`src/rtl/adl_pkg.sv`:
```
package adl_pkg;

  typedef enum logic [1:0] {
    SEG_EXTRA = 2'b00,
    SEG_STACK = 2'b01,
    SEG_CODE  = 2'b10,
    SEG_DATA  = 2'b11
  } seg_e;

  typedef struct packed {
    logic s7;
    logic s6;
    logic s5;
    seg_e seg;
  } stat_t;

  localparam stat_t STAT_RESET = '{s7: 1'b0, s6: 1'b0, s5: 1'b0, seg: SEG_EXTRA};

  // Unpack the four shared upper wires and the byte-enable wire into status.
  function automatic stat_t unpack_status(input logic [3:0] hi, input logic s7_pin);
    stat_t st;
    st.seg = seg_e'({hi[1], hi[0]});
    st.s5  = hi[2];
    st.s6  = hi[3];
    st.s7  = s7_pin;
    return st;
  endfunction

  // Lane enables: bit 0 is low lane, bit 1 is high lane.
  function automatic logic [1:0] lane_select(input logic a0, input logic bhe_n, input logic valid);
    return valid ? {~bhe_n, ~a0} : 2'b00;
  endfunction

  function automatic logic upper_nonzero(input logic [3:0] hi);
    return |hi;
  endfunction

endpackage

```
`src/rtl/adl_edge_det.sv`:
```
module adl_edge_det (
  input  logic clk,
  input  logic rst_n,
  input  logic ale_i,
  output logic fall_o,
  output logic pulse_o
);
  logic ale_q;
  logic pulse_q;

  always_ff @(posedge clk) begin
    if (!rst_n) begin
      ale_q   <= 1'b0;
      pulse_q <= 1'b0;
    end else begin
      ale_q   <= ale_i;
      pulse_q <= fall_o;
    end
  end

  assign fall_o  = ale_q & ~ale_i;
  assign pulse_o = pulse_q;
endmodule

```
`src/rtl/adl_addr_cap.sv`:
```
module adl_addr_cap #(
  parameter int ADDR_W = 20,
  parameter int LO_W   = 16
) (
  input  logic              clk,
  input  logic              rst_n,
  input  logic              ale_i,
  input  logic              fall_i,
  input  logic [LO_W-1:0]   ad_i,
  input  logic [ADDR_W-LO_W-1:0] a_hi_i,
  input  logic              bhe_n_i,
  input  logic              io_i,
  output logic [ADDR_W-1:0] stage_o,
  output logic [ADDR_W-1:0] addr_o,
  output logic              bhe_n_o,
  output logic              io_o,
  output logic              valid_o
);
  logic [ADDR_W-1:0] stage_q;
  logic              stage_bhe_q;
  logic              stage_io_q;

  // Staging follows the bus while the strobe is high.
  always_ff @(posedge clk) begin
    if (!rst_n) begin
      stage_q     <= '0;
      stage_bhe_q <= 1'b1;
      stage_io_q  <= 1'b0;
    end else if (ale_i) begin
      stage_q     <= {a_hi_i, ad_i};
      stage_bhe_q <= bhe_n_i;
      stage_io_q  <= io_i;
    end
  end

  // Transfer to the held register on the trailing edge.
  always_ff @(posedge clk) begin
    if (!rst_n) begin
      addr_o  <= '0;
      bhe_n_o <= 1'b1;
      io_o    <= 1'b0;
      valid_o <= 1'b0;
    end else if (fall_i) begin
      addr_o  <= stage_q;
      bhe_n_o <= stage_bhe_q;
      io_o    <= stage_io_q;
      valid_o <= 1'b1;
    end
  end

  assign stage_o = stage_q;
endmodule

```
`src/rtl/adl_stat_cap.sv`:
```
module adl_stat_cap
  import adl_pkg::*;
(
  input  logic       clk,
  input  logic       rst_n,
  input  logic       fall_i,
  input  logic [3:0] hi_i,
  input  logic       s7_i,
  output stat_t      stat_o
);
  always_ff @(posedge clk) begin
    if (!rst_n) stat_o <= STAT_RESET;
    else if (fall_i) stat_o <= unpack_status(hi_i, s7_i);
  end
endmodule

```
`src/rtl/adl_demux_latch.sv`:
```
module adl_demux_latch
  import adl_pkg::*;
#(
  parameter int ADDR_W = 20,
  parameter int LO_W   = 16
) (
  input  logic              clk,
  input  logic              rst_n,
  input  logic              ale_i,
  input  logic [LO_W-1:0]   ad_i,
  input  logic [ADDR_W-LO_W-1:0] a_hi_i,
  input  logic              bhe_s7_i,
  input  logic              io_i,
  output logic [ADDR_W-1:0] addr_o,
  output logic              bhe_n_o,
  output logic [1:0]        seg_o,
  output logic              ie_o,
  output logic              spare_o,
  output logic              s6_err_o,
  output logic              io_err_o,
  output logic              lane_lo_o,
  output logic              lane_hi_o,
  output logic              word_o,
  output logic              cap_o
);
  localparam int HI_W = ADDR_W - LO_W;

  logic              fall_w;
  logic              valid_w;
  logic              io_w;
  logic [ADDR_W-1:0] stage_w;
  stat_t             stat_w;
  logic [1:0]        lanes_w;

  adl_edge_det u_edge (
    .clk     (clk),
    .rst_n   (rst_n),
    .ale_i   (ale_i),
    .fall_o  (fall_w),
    .pulse_o (cap_o)
  );

  adl_addr_cap #(.ADDR_W(ADDR_W), .LO_W(LO_W)) u_addr (
    .clk     (clk),
    .rst_n   (rst_n),
    .ale_i   (ale_i),
    .fall_i  (fall_w),
    .ad_i    (ad_i),
    .a_hi_i  (a_hi_i),
    .bhe_n_i (bhe_s7_i),
    .io_i    (io_i),
    .stage_o (stage_w),
    .addr_o  (addr_o),
    .bhe_n_o (bhe_n_o),
    .io_o    (io_w),
    .valid_o (valid_w)
  );

  adl_stat_cap u_stat (
    .clk    (clk),
    .rst_n  (rst_n),
    .fall_i (fall_w),
    .hi_i   (a_hi_i[3:0]),
    .s7_i   (bhe_s7_i),
    .stat_o (stat_w)
  );

  assign seg_o    = stat_w.seg;
  assign ie_o     = stat_w.s5;
  assign spare_o  = stat_w.s7;
  assign s6_err_o = stat_w.s6;

  assign lanes_w   = lane_select(addr_o[0], bhe_n_o, valid_w);
  assign lane_lo_o = lanes_w[0];
  assign lane_hi_o = lanes_w[1];
  assign word_o    = lanes_w[0] & lanes_w[1];

  assign io_err_o = io_w & upper_nonzero(addr_o[ADDR_W-1 -: 4]);

  logic unused_w;
  assign unused_w = ^{a_hi_i[HI_W-1:0]};
endmodule

```
`config.mk`:
```
export PLATFORM = sky130hd
export DESIGN_NAME = adl_demux_latch
export DESIGN_NICKNAME = d
export VERILOG_FILES = /design/src/rtl/adl_pkg.sv /design/src/rtl/adl_edge_det.sv /design/src/rtl/adl_addr_cap.sv /design/src/rtl/adl_stat_cap.sv /design/src/rtl/adl_demux_latch.sv
export SDC_FILE = /design/constraint.sdc
export NUM_CORES = 1
export LEC_CHECK = 0
export BUFFER_PORTS_ARGS = -buffer_cell sky130_fd_sc_hd__buf_4
export CORE_MARGIN = 3
export CORE_UTILIZATION = 30
export DETAILED_ROUTE_END_ITERATION = 7
export PLACE_DENSITY_LB_ADDON = 0.12
export SETUP_SLACK_MARGIN = 0.3
export SYNTH_ARGS = -nofsm -noshare
export SYNTH_HDL_FRONTEND = slang
export SYNTH_HIERARCHICAL = 1
export SYNTH_SLANG_ARGS = --single-unit
```
`constraint.sdc`:
```
create_clock -name clk -period 2.5 [get_ports clk]
set_input_delay 0.125 -clock clk [delete_from_list [all_inputs] [get_ports clk]]
set_output_delay 0.125 -clock clk [all_outputs]
set_load 0.02 [all_outputs]
```
**After elaboration in Yosys (flattened, before gate mapping)**

Index checks and enable logic that the tools add are counted.

- Register bits: 52
- Bits of input ports: 25
- Output and inout bits: 31

- Mux-type cells: 1
- Bitwise operators: 6
- Reduce and logical (&&, ||, !) cells: 1

Operator list:

| kind | number |
|---|---|
| $reduce_or 4->1 | 1 |
| $and 1x1->1 | 3 |
| $not 1->1 | 3 |
| $mux 2 | 1 |

**Longest topological paths before layout**

Gate-level depths: netlist of run 1.

- Word-level depth: 3
- Gate-level depth with buffers: 5

**Cells and area by module**

Netlist of run 1, hierarchy kept.

By module, submodules not included:

| module | instances | cells each | area an instance (sq um) |
|---|---|---|---|
| adl_addr_cap | 1 | 144 | 1727.9 |
| adl_stat_cap | 1 | 16 | 192.7 |
| adl_edge_det | 1 | 5 | 66.3 |
| adl_demux_latch | 1 | 4 | 31.3 |

**Least setup slack after synthesis of run 1**

OpenSTA, ideal clock, no wires.

- Kind: reg2out
- Start: register u_addr.addr_o[0]
- End: output port word_o
- Data arrival time: 0.943 ns
- Data required time: 2.375 ns
- Setup slack: 1.432 ns
- Stages on the path, launching flop included: 2
- Path buffers: 0
- Cells stage by stage: dfxtp_1 > nor3b_1

- Longest elaborated chain between the ends: 3

Ends and longest elaborated chain:

| what | RTL line | RTL |
|---|---|---|
| start: declaration | adl_addr_cap.sv:14 | `output logic [ADDR_W-1:0] addr_o,` |
| start signal: assignment | adl_addr_cap.sv:44 | `addr_o <= stage_q;` |
| $not 1->1 | adl_pkg.sv:31 | `return valid ? {~bhe_n, ~a0} : 2'b00;` |
| $mux 2 | adl_pkg.sv:31 |  |
| $and 1x1->1 | adl_demux_latch.sv:76 | `assign word_o = lanes_w[0] & lanes_w[1];` |
| end: declaration | adl_demux_latch.sv:23 | `output logic word_o,` |

No other way between the ends.

**Final worst setup path of run 1**

- Start: register u_edge.ale_q
- End: register u_addr.bhe_n_o

- Longest elaborated chain between the ends: 1

Ends and longest elaborated chain:

| what | RTL line | RTL |
|---|---|---|
| start: declaration | adl_edge_det.sv:8 | `logic ale_q;` |
| start signal: assignment | adl_edge_det.sv:16 | `ale_q <= ale_i;` |
| $and 1x1->1 | adl_edge_det.sv:21 | `assign fall_o = ale_q & ~ale_i;` |
| net fall_w | adl_demux_latch.sv:28 | `logic fall_w;` |
| end signal: assignment | adl_addr_cap.sv:45 | `bhe_n_o <= stage_bhe_q;` |
| end: declaration | adl_addr_cap.sv:15 | `output logic bhe_n_o,` |

The timed path passes the listed nets, and every way through them passes these cells.
A chain may end at the register's enable or synchronous reset.

==> results.json, run 1 <==
{
  "hold_path.class": "primary input to flop",
  "ys_warn_count": 6,
  "ys_ff_latch": 52,
  "cp_data_required_time_ps": 2680,
  "drive_gt1_frac": 0.295,
  "antenna_found_initial": 0,
  "gr-usage-all-layers": 0.105,
  "worstSkewPairLatency_ps": 300,
  "wl_per_cell_um": 13.2,
  "multi_input_comb_area_um2": 857,
  "fmax_mhz": 672,
  "wl_um": 3930,
  "fin_tns_setup_ps": 0,
  "fin_worst_skew_ps": 7.71,
  "wl_met3_um": 218,
  "yosysTopAreaCell": "dfxtp_1",
  "rsz0062_at_grt": "false",
  "utilization": 0.390,
  "dr_wl_met2_um": 1670,
  "drtIter0Drc": 36,
  "yosysTopAreaCellShare": 0.516,
  "cts_tree": "built",
  "cts_setup_buffers": 0,
  "powerDensity_nw_per_um2": 616,
  "synth_most_common_cell": "dfxtp_1",
  "grt_max_degree": 53,
  "fp.coreArea_um2": 6420,
  "drcViolationCount": 0,
  "fin_nets": 245,
  "async_reset_ff_frac": 0,
  "avgSynthCellArea_um2": 11.9,
  "tightest_slew_ps": 862,
  "die_x_um": 88.0,
  "grt_pass1_vias": 1255,
  "port_buffers": 55,
  "gp_congestion": 0.641,
  "viasPerCell": 4.28,
  "slew_viol_final": 0,
  "critPathKind": "flop to flop",
  "top_layer": "met4",
  "dp_hpwl_um": 2500,
  "dr.pass1.iters": 4,
  "cap_violations": 0,
  "synth_nets": 194,
  "arrival_ps": 1670,
  "num_vias": 1270,
  "finalHoldViolations": 0,
  "die_h_um": 88.0,
  "period_needed_ps": 1490,
  "peakVddDrop_v": 0.000224,
  "crit_path_end_kind": "flop",
  "synth_edf_count": 0,
  "ant_nets": 0,
  "die-area_um2": 7750,
  "postCtsHoldBufs": 0,
  "grt_pass1_wl_um": 6130,
  "cts_sinks": 52,
  "yosys-top-cells-area": "dfxtp_1 52%, mux2i_1 24%, nor2b_1 15%",
  "synthToLayoutAreaGrowth_pct": 24.1,
  "dp.cells": 290,
  "relSlewSlack": 0.425,
  "fin_crit_sh": 0.596,
  "post_cts_resized": 0,
  "drt-met1-wl_um": 1990,
  "postSynthCellCount": 169,
  "netlist_top_cells_count": "52 x dfxtp_1, 49 x mux2i_1, 49 x nor2b_1",
  "rows": 29,
  "path_max_fanout": 28,
  "syn_area_um2": 2020,
  "grt_overflow": 0,
  "numCtsBuffers": 5,
  "num_antenna_cells": 0,
  "cts.htree.levels": 2,
  "fillCellCount": 656,
  "finalPower_mw": 1.54,
  "seqCellArea_um2": 1040,
  "synth_cell_types": 15,
  "yosysSeqAreaShare": 0.516,
  "clock-root-buffer": "clkbuf_8",
  "p_leak_nw": 1.04,
  "critPathLaunchType": "flop",
  "clock_path_buffers": 2,
  "synthFlopType": "dfxtp_1",
  "ios": 56,
  "final_cells": 297,
  "setup_violations": 0,
  "initial_core_util": 0.314,
  "status": "finished clean",
  "path_clk_slew_ps": 90
}
cell type report:
class                      count  area share
tap                           77      0.0385
timing repair buffer          55       0.165
clock buffer                   7      0.0385
sequential                    52       0.416
multi-input combinational    106       0.342
power by group:
group	internal (mW)	switching (mW)	total (mW)	leakage [nW]
clock	0.247	0.268	0.515	0.0503
sequential	0.859	0.0170	0.876	0.425
combinational	0.0832	0.0670	0.150	0.567
sequential cells by signal, summed over array words and instances (netlist names):
name and cells:
u_addr/io_o 1, u_addr/bhe_n_o 1, u_edge/ale_q 1, u_addr/stage_io_q 1, u_addr/addr_o 20, u_addr/stage_bhe_q 1
u_stat/stat_o 5, u_edge/pulse_o 1, u_addr/valid_o 1, u_addr/stage_o 20
kinds of logic after synthesis:
kind of cell           count (synthesis)  synth area share
and+or+nand+nor                       55             0.172
DFF                                   52             0.516
muxes                                 49             0.243
buffers and inverters                 11            0.0595
AOI/OAI and AO/OA                      2           0.00930
critical path: stages (launching register included):
cell	delay [ps]
dfxtp_1	330
and2b_2	720
mux2i_1	260
nand2_1	60
layout by cell type (no fill, tap or decap):
cell type,synthesis,layout
o21a_1,1,1
o41a_1,1,1
mux2i_1,49,49
nand2_1,2,2
and2_2,1,1
nor3b_1,1,1
buf_4,0,55
and3b_2,1,1
and2b_2,1,1
dfxtp_1,52,52
clkbuf_8,0,7
nor2b_1,49,49
path summary, 6_finish.rpt:
| check | start | to | slack (ps) | cells past startpoint |
|---|---|---|---|---|
| hold / removal | bhe_s7_i | u_addr/stage_bhe_q | 60 | 3 |
| hold reg to reg | u_addr/stage_bhe_q | u_addr/stage_bhe_q | 490 | 2 |
| setup / recovery | u_edge/ale_q | u_addr/bhe_n_o | 1010 | 3 |
| setup reg to reg | u_edge/ale_q | u_addr/bhe_n_o | 1010 | 3 |
per-stage QoR:
stage	worst slack (ps)	area [um2]	hold WS [ps]
CTS	985	2500	46.9
floorplan	1430	2020	253
detailed placement	780	2410	369
finish	1010	2500	59.3
global placement	794	2410	361
global route	872	2500	73.0
layer usage:
layer	track usage	vias up
met3	0.0395	5
met4	0.0371	0
met2	0.151	39
li1	-	657
met5	0	-
met1	0.144	569
(Power assumes the default switching activity.)
==> run 2: changes to the inputs <==
clock period = 1.3 ns   (was 2.5 ns; I/O delays follow)
==> run 2 against run 1 <==
Compared with the run above: die area stayed put; via count increased by 4.2%; sequential share of layout area is 3.7 points lower; clock skew is essentially flat; clock power rose by 87%; clock-buffer cell count shrank 1; hold slack worse by 45 ps; sequential power rose by 92%; first-iteration DRC count grew 69%; combinational power is 140% higher; worst setup slack got worse by 990 ps; routed wire length rose by 6.2%; critical path type is now flop to output pin; largest cell class unchanged; largest power group unchanged.
==> results.json, run 2 (synthesis gave the netlist of run 1 again) <==
{
  "port_buffers": 55,
  "die_h_um": 88.0,
  "grt_max_degree": 53,
  "finalHoldViolations": 0,
  "clock_path_buffers": 2,
  "drtIter0Drc": 61,
  "pwr-share-clk": 0.321,
  "final_cell_mix": "55 x buf_4, 49 x mux2i_1, 48 x nor2b_1, 45 x dfxtp_1",
  "num_antenna_cells": 0,
  "hold_path.class": "primary input to flop",
  "cts.htree.levels": 2,
  "final_cells": 312,
  "critPathLaunch": "u_addr/addr_o[17]",
  "fp.coreArea_um2": 6420,
  "drcViolationCount": 0,
  "fillCellCount": 643,
  "crit_path_end_kind": "output pin",
  "synthToLayoutAreaGrowth_pct": 37.8,
  "die_x_um": 88.0,
  "slew_viol_final": 0,
  "combPwrFrac": 0.118,
  "crit_slowest_cell": "o41a_1",
  "min-delay-start": "ad_i[2]",
  "utilization": 0.433,
  "internal_power_mw": 2.29,
  "fmax_mhz": 782,
  "cts_tree": "built",
  "final_common_cell": "buf_4",
  "seqCellArea_um2": 1050,
  "antenna_found_initial": 0,
  "reg2reg_depth": 6,
  "rows": 29,
  "grt_pass1_vias": 1314,
  "wl_um": 4170,
  "min_to": "u_addr/stage_o[2]",
  "ant_nets": 0,
  "setup_violations": 0,
  "num_vias": 1323,
  "powerDensity_nw_per_um2": 1080,
  "path_max_fanout": 2,
  "grt_pass1_wl_um": 6670,
  "fin_nets": 259,
  "p_leak_nw": 1.15,
  "critPathLaunchType": "flop",
  "initial_core_util": 0.314,
  "r2r_setup_slack_ps": 90,
  "fin_worst_skew_ps": 7.39,
  "gr-usage-all-layers": 0.114,
  "path_clk_slew_ps": 100,
  "dp_hpwl_um": 2530,
  "swShare": 0.235,
  "p_switching_mw": 0.706,
  "finalInstanceArea_um2": 2780,
  "cp_data_required_time_ps": 1240,
  "r2r-end": "u_addr/addr_o[3]",
  "die-area_um2": 7750,
  "wl_per_cell_um": 13.4,
  "grt_overflow": 0,
  "rsz0062_at_grt": "true",
  "gp_congestion": 0.643,
  "worstReg2RegStart": "u_edge/ale_q",
  "cap_violations": 0,
  "multi_input_comb_area_um2": 870,
  "critPathKind": "flop to output pin",
  "viasPerCell": 4.24,
  "period_needed_ps": 1280,
  "arrival_ps": 1210,
  "dr.pass1.iters": 4,
  "hold_depth": 3,
  "worstSkewPairLatency_ps": 300,
  "cpPeakStageDelay_ps": 440,
  "clock-root-buffer": "clkbuf_8",
  "crit_chain": "o41a_1 -> buf_6",
  "dp.cells": 293,
  "cts_sinks": 52,
  "ios": 56,
  "seqPwrFrac": 0.561,
  "peakVddDrop_v": 0.000374,
  "tightest_slew_ps": 429,
  "relSlewSlack": 0.714,
  "numCtsBuffers": 5,
  "dpl_cell_area_um2": 2450,
  "drive_gt1_frac": 0.374,
  "status": "finished clean",
  "fin_crit_sh": 0.983
}
## run 2: cell types whose count changed in the layout (fill, tap and decap cells not counted), moves of 2 or more
cell,change
buf_6,+5
clkinvlp_4,+2
buf_16,+4
dfxtp_1,-7
dfxtp_2,+6
buf_12,+3
## run 2: layout make-up
cell class              instances  area share
repair buffers                 69       0.239
flip-flops and latches         52       0.378
clock buffers                   6      0.0297
clock inverters                 2     0.00540
well taps                      77      0.0347
multi-input cells             106       0.313
## run 2: worst max-delay path by stage
| stage | endpoint | cells after the start | slack [ps] |
|---|---|---|---|
| 2_1_floorplan | u_addr/addr_o[10] | 5 | 250 |
| 3_3_place_gp | u_addr/addr_o[8] | 4 | 250 |
| 3_5_place_dp | u_addr/addr_o[9] | 4 | 210 |
| 4_1_cts | io_err_o | 2 | 20 |
| 5_1_grt | io_err_o | 2 | -10 |
| 6_report | io_err_o | 2 | 20 |
## run 2: critical path, delay by kind of cell, from the launching register on
kind	cells	cell delay, ps
buffers and inverters	1	150
AOI/OAI and AO/OA	1	440
DFF	1	330
## run 2: timing repair
action                     4_1_cts  5_1_grt
pin swaps                        1        1
cloned                           4        0
buffers inserted                 6        0
gates resized for setup         14        7
hold endpoints to repair         1        0
hold buffers                     1        0
setup endpoints to repair       31       34
## run 2: power by group through the flow
| stage | combinational [mW] | clock (mW) | sequential [mW] |
|---|---|---|---|
| after global routing | 0.387 | 1.08 | 1.69 |
| after global placement | 0.302 | 0 | 1.72 |
| after detailed placement | 0.304 | 0 | 1.72 |
| final | 0.354 | 0.961 | 1.68 |
| after CTS | 0.360 | 1.01 | 1.69 |
| after floorplan | 0.184 | 0 | 1.73 |
## run 2: layer usage
layer | share of wire | vias up | global-route usage
met1 | 0.51 | 601 | 0.163
met4 | 0.0055 | 0 | 0.0330
met2 | 0.43 | 33 | 0.164
met3 | 0.055 | 2 | 0.0386
li1 | - | 687 | -
met5 | 0 | - | 0
## run 2: per-stage QoR
stage | hold slack (ps) | setup WS (ps) | setup TNS (ps) | total power, mW
finish | 13.9 | 21.8 | 0 | 3.00
global placement | 302 | 250 | 0 | 2.03
detailed placement | 305 | 212 | 0 | 2.03
global route | 1.00 | -13.1 | -13.1 | 3.16
floorplan | 193 | 252 | 0 | 1.92
CTS | 3.48 | 16.3 | 0 | 3.06
==> run 3: changes to the inputs <==
BUFFER_PORTS_ARGS = default   (was -buffer_cell sky130_fd_sc_hd__buf_4)
DONT_BUFFER_PORTS = 1   (was default)
==> run 3 against run 2 <==
Compared with the run above: the flow now finishes with violations (negative hold slack); critical path depth decreased by 1; clock skew decreased by 2.2 ps; first-iteration DRC count increased by 8.2%; highest routed layer unchanged.
==> results.json, run 3 (synthesis gave the netlist of run 1 again) <==
{
  "finalPower_mw": 3.18,
  "ios": 56,
  "grt_max_degree": 53,
  "finalHoldViolations": 20,
  "utilization": 0.407,
  "initial_core_util": 0.314,
  "fmax_mhz": 786,
  "crit_end": "io_err_o",
  "clock-root-buffer": "clkbuf_8",
  "ant_nets": 0,
  "cp_top_family": "compound AO/OA/AOI/OAI gates",
  "violations": "negative hold slack",
  "fp.coreArea_um2": 6420,
  "antenna_found_initial": 0,
  "swShare": 0.209,
  "rsz0062_at_grt": "true",
  "reg2reg_depth": 5,
  "drcViolationCount": 0,
  "hold-worst-slack_ps": -85.0,
  "dp.cells": 237,
  "drtIter0Drc": 66,
  "grt_pass1_vias": 1251,
  "crit_chain": "o41a_1",
  "internal_power_mw": 2.52,
  "pwr-share-clk": 0.374,
  "min-delay-start": "ale_i",
  "fin_worst_skew_ps": 5.22,
  "seqPwrFrac": 0.536,
  "setup_violations": 0,
  "critPathLaunch": "u_addr/addr_o[19]",
  "combPwrFrac": 0.090,
  "final_cells": 277,
  "grt_pass1_wl_um": 6670,
  "hold_path.class": "primary input to flop",
  "powerDensity_nw_per_um2": 1220,
  "fin_nets": 224,
  "tightest_slew_ps": 295,
  "worstSkewPairLatency_ps": 300,
  "critPathBufInv": 0,
  "path_depth": 1,
  "numCtsBuffers": 5,
  "path_max_fanout": 3,
  "critPathKind": "flop to output pin",
  "dr.pass1.iters": 4,
  "path_clk_slew_ps": 90,
  "drive_gt1_frac": 0.170,
  "p_leak_nw": 0.971,
  "period_needed_ps": 1270,
  "crit_path_end_kind": "output pin",
  "wl_um": 4160,
  "peakVddDrop_v": 0.000477,
  "arrival_ps": 1210,
  "num_vias": 1241,
  "die-area_um2": 7750,
  "cp_data_required_time_ps": 1240,
  "gp_congestion": 0.661,
  "relSlewSlack": 0.803,
  "postCtsHoldBufs": 24,
  "num_antenna_cells": 0,
  "port_buffers": 0,
  "status": "complete, but fails checks",
  "fin_ws_ps": 27.9,
  "fin_crit_sh": 0.979,
  "gr-usage-all-layers": 0.113,
  "die_x_um": 88.0,
  "place_ws_ps": 182,
  "cts_sinks": 52,
  "cpPeakStageDelay_ps": 530,
  "synthToLayoutAreaGrowth_pct": 29.4,
  "viasPerCell": 4.48,
  "fillCellCount": 610,
  "grt_overflow": 0,
  "final_cell_mix": "47 x mux2i_1, 47 x nor2b_1, 45 x dfxtp_1, 23 x dlygate4sd3_1, 7 x clkbuf_8",
  "p_switching_mw": 0.664,
  "wl_per_cell_um": 15.0,
  "cap_violations": 0,
  "r2r_setup_slack_ps": 160,
  "cts.htree.levels": 2,
  "cts_tree": "built",
  "worstReg2RegStart": "u_edge/ale_q",
  "clock_path_buffers": 2,
  "die_h_um": 88.0,
  "critPathLaunchType": "flop",
  "slew_viol_final": 0,
  "r2r-end": "u_addr/addr_o[1]",
  "rows": 29,
  "crit_slowest_cell": "o41a_1"
}
run 3: worst min path at each step:
stage,to,slack [ps],cells after the start
detailed placement,u_addr/stage_bhe_q,140,1
floorplan,u_addr/addr_o[19],190,1
finish,u_addr/stage_bhe_q,-80,2
global route,u_addr/stage_bhe_q,-110,2
global placement,u_addr/stage_bhe_q,130,1
CTS,u_addr/stage_bhe_q,-110,2
run 3: layer usage:
layer	global-route usage	part of all wire
met2	0.175	0.47
met5	0	0
met1	0.141	0.45
met3	0.0489	0.071
met4	0.0371	0.012
run 3: layout make-up:
cell class,instances,area (um2),share of cell area
Clock buffer,7,96.3,0.0369
Clock inverter,1,30.0,0.0115
Multi-Input combinational cell,106,892,0.341
Sequential cell,52,1060,0.406
Tap cell,77,96.3,0.0369
Timing Repair Buffer,34,438,0.168
run 3: worst reg2reg max path: stages (launching register included):
cell and delay [ps]:
dfxtp_2 330, and2b_4 210, buf_6 130, buf_16 110
mux2i_2 190, nor2b_1 60
run 3: power groups by stage:
stage	clock network, mW	logic, mW	registers, mW
floorplan	0	0.184	1.73
global placement	0	0.149	1.75
CTS	1.24	0.280	1.71
detailed placement	0	0.155	1.75
global route	1.30	0.312	1.71
finish	1.19	0.285	1.70
run 3: stage by stage:
stage | TNS, ps | instance area, um2
2_1_floorplan | 0 | 2020
3_3_place_gp | 0 | 2030
3_5_place_dp | 0 | 2030
4_1_cts | 0 | 2560
5_1_grt | -13.6 | 2610
6_report | 0 | 2610
run 3: timing repair:
item | 4_1_cts | 5_1_grt
endpoints found under the hold margin | 52 | 23
setup endpoints to repair | 31 | 31
buffers inserted | 4 | 1
gates cloned | 3 | 0
resized for setup | 20 | 9
pin swaps | 2 | 3
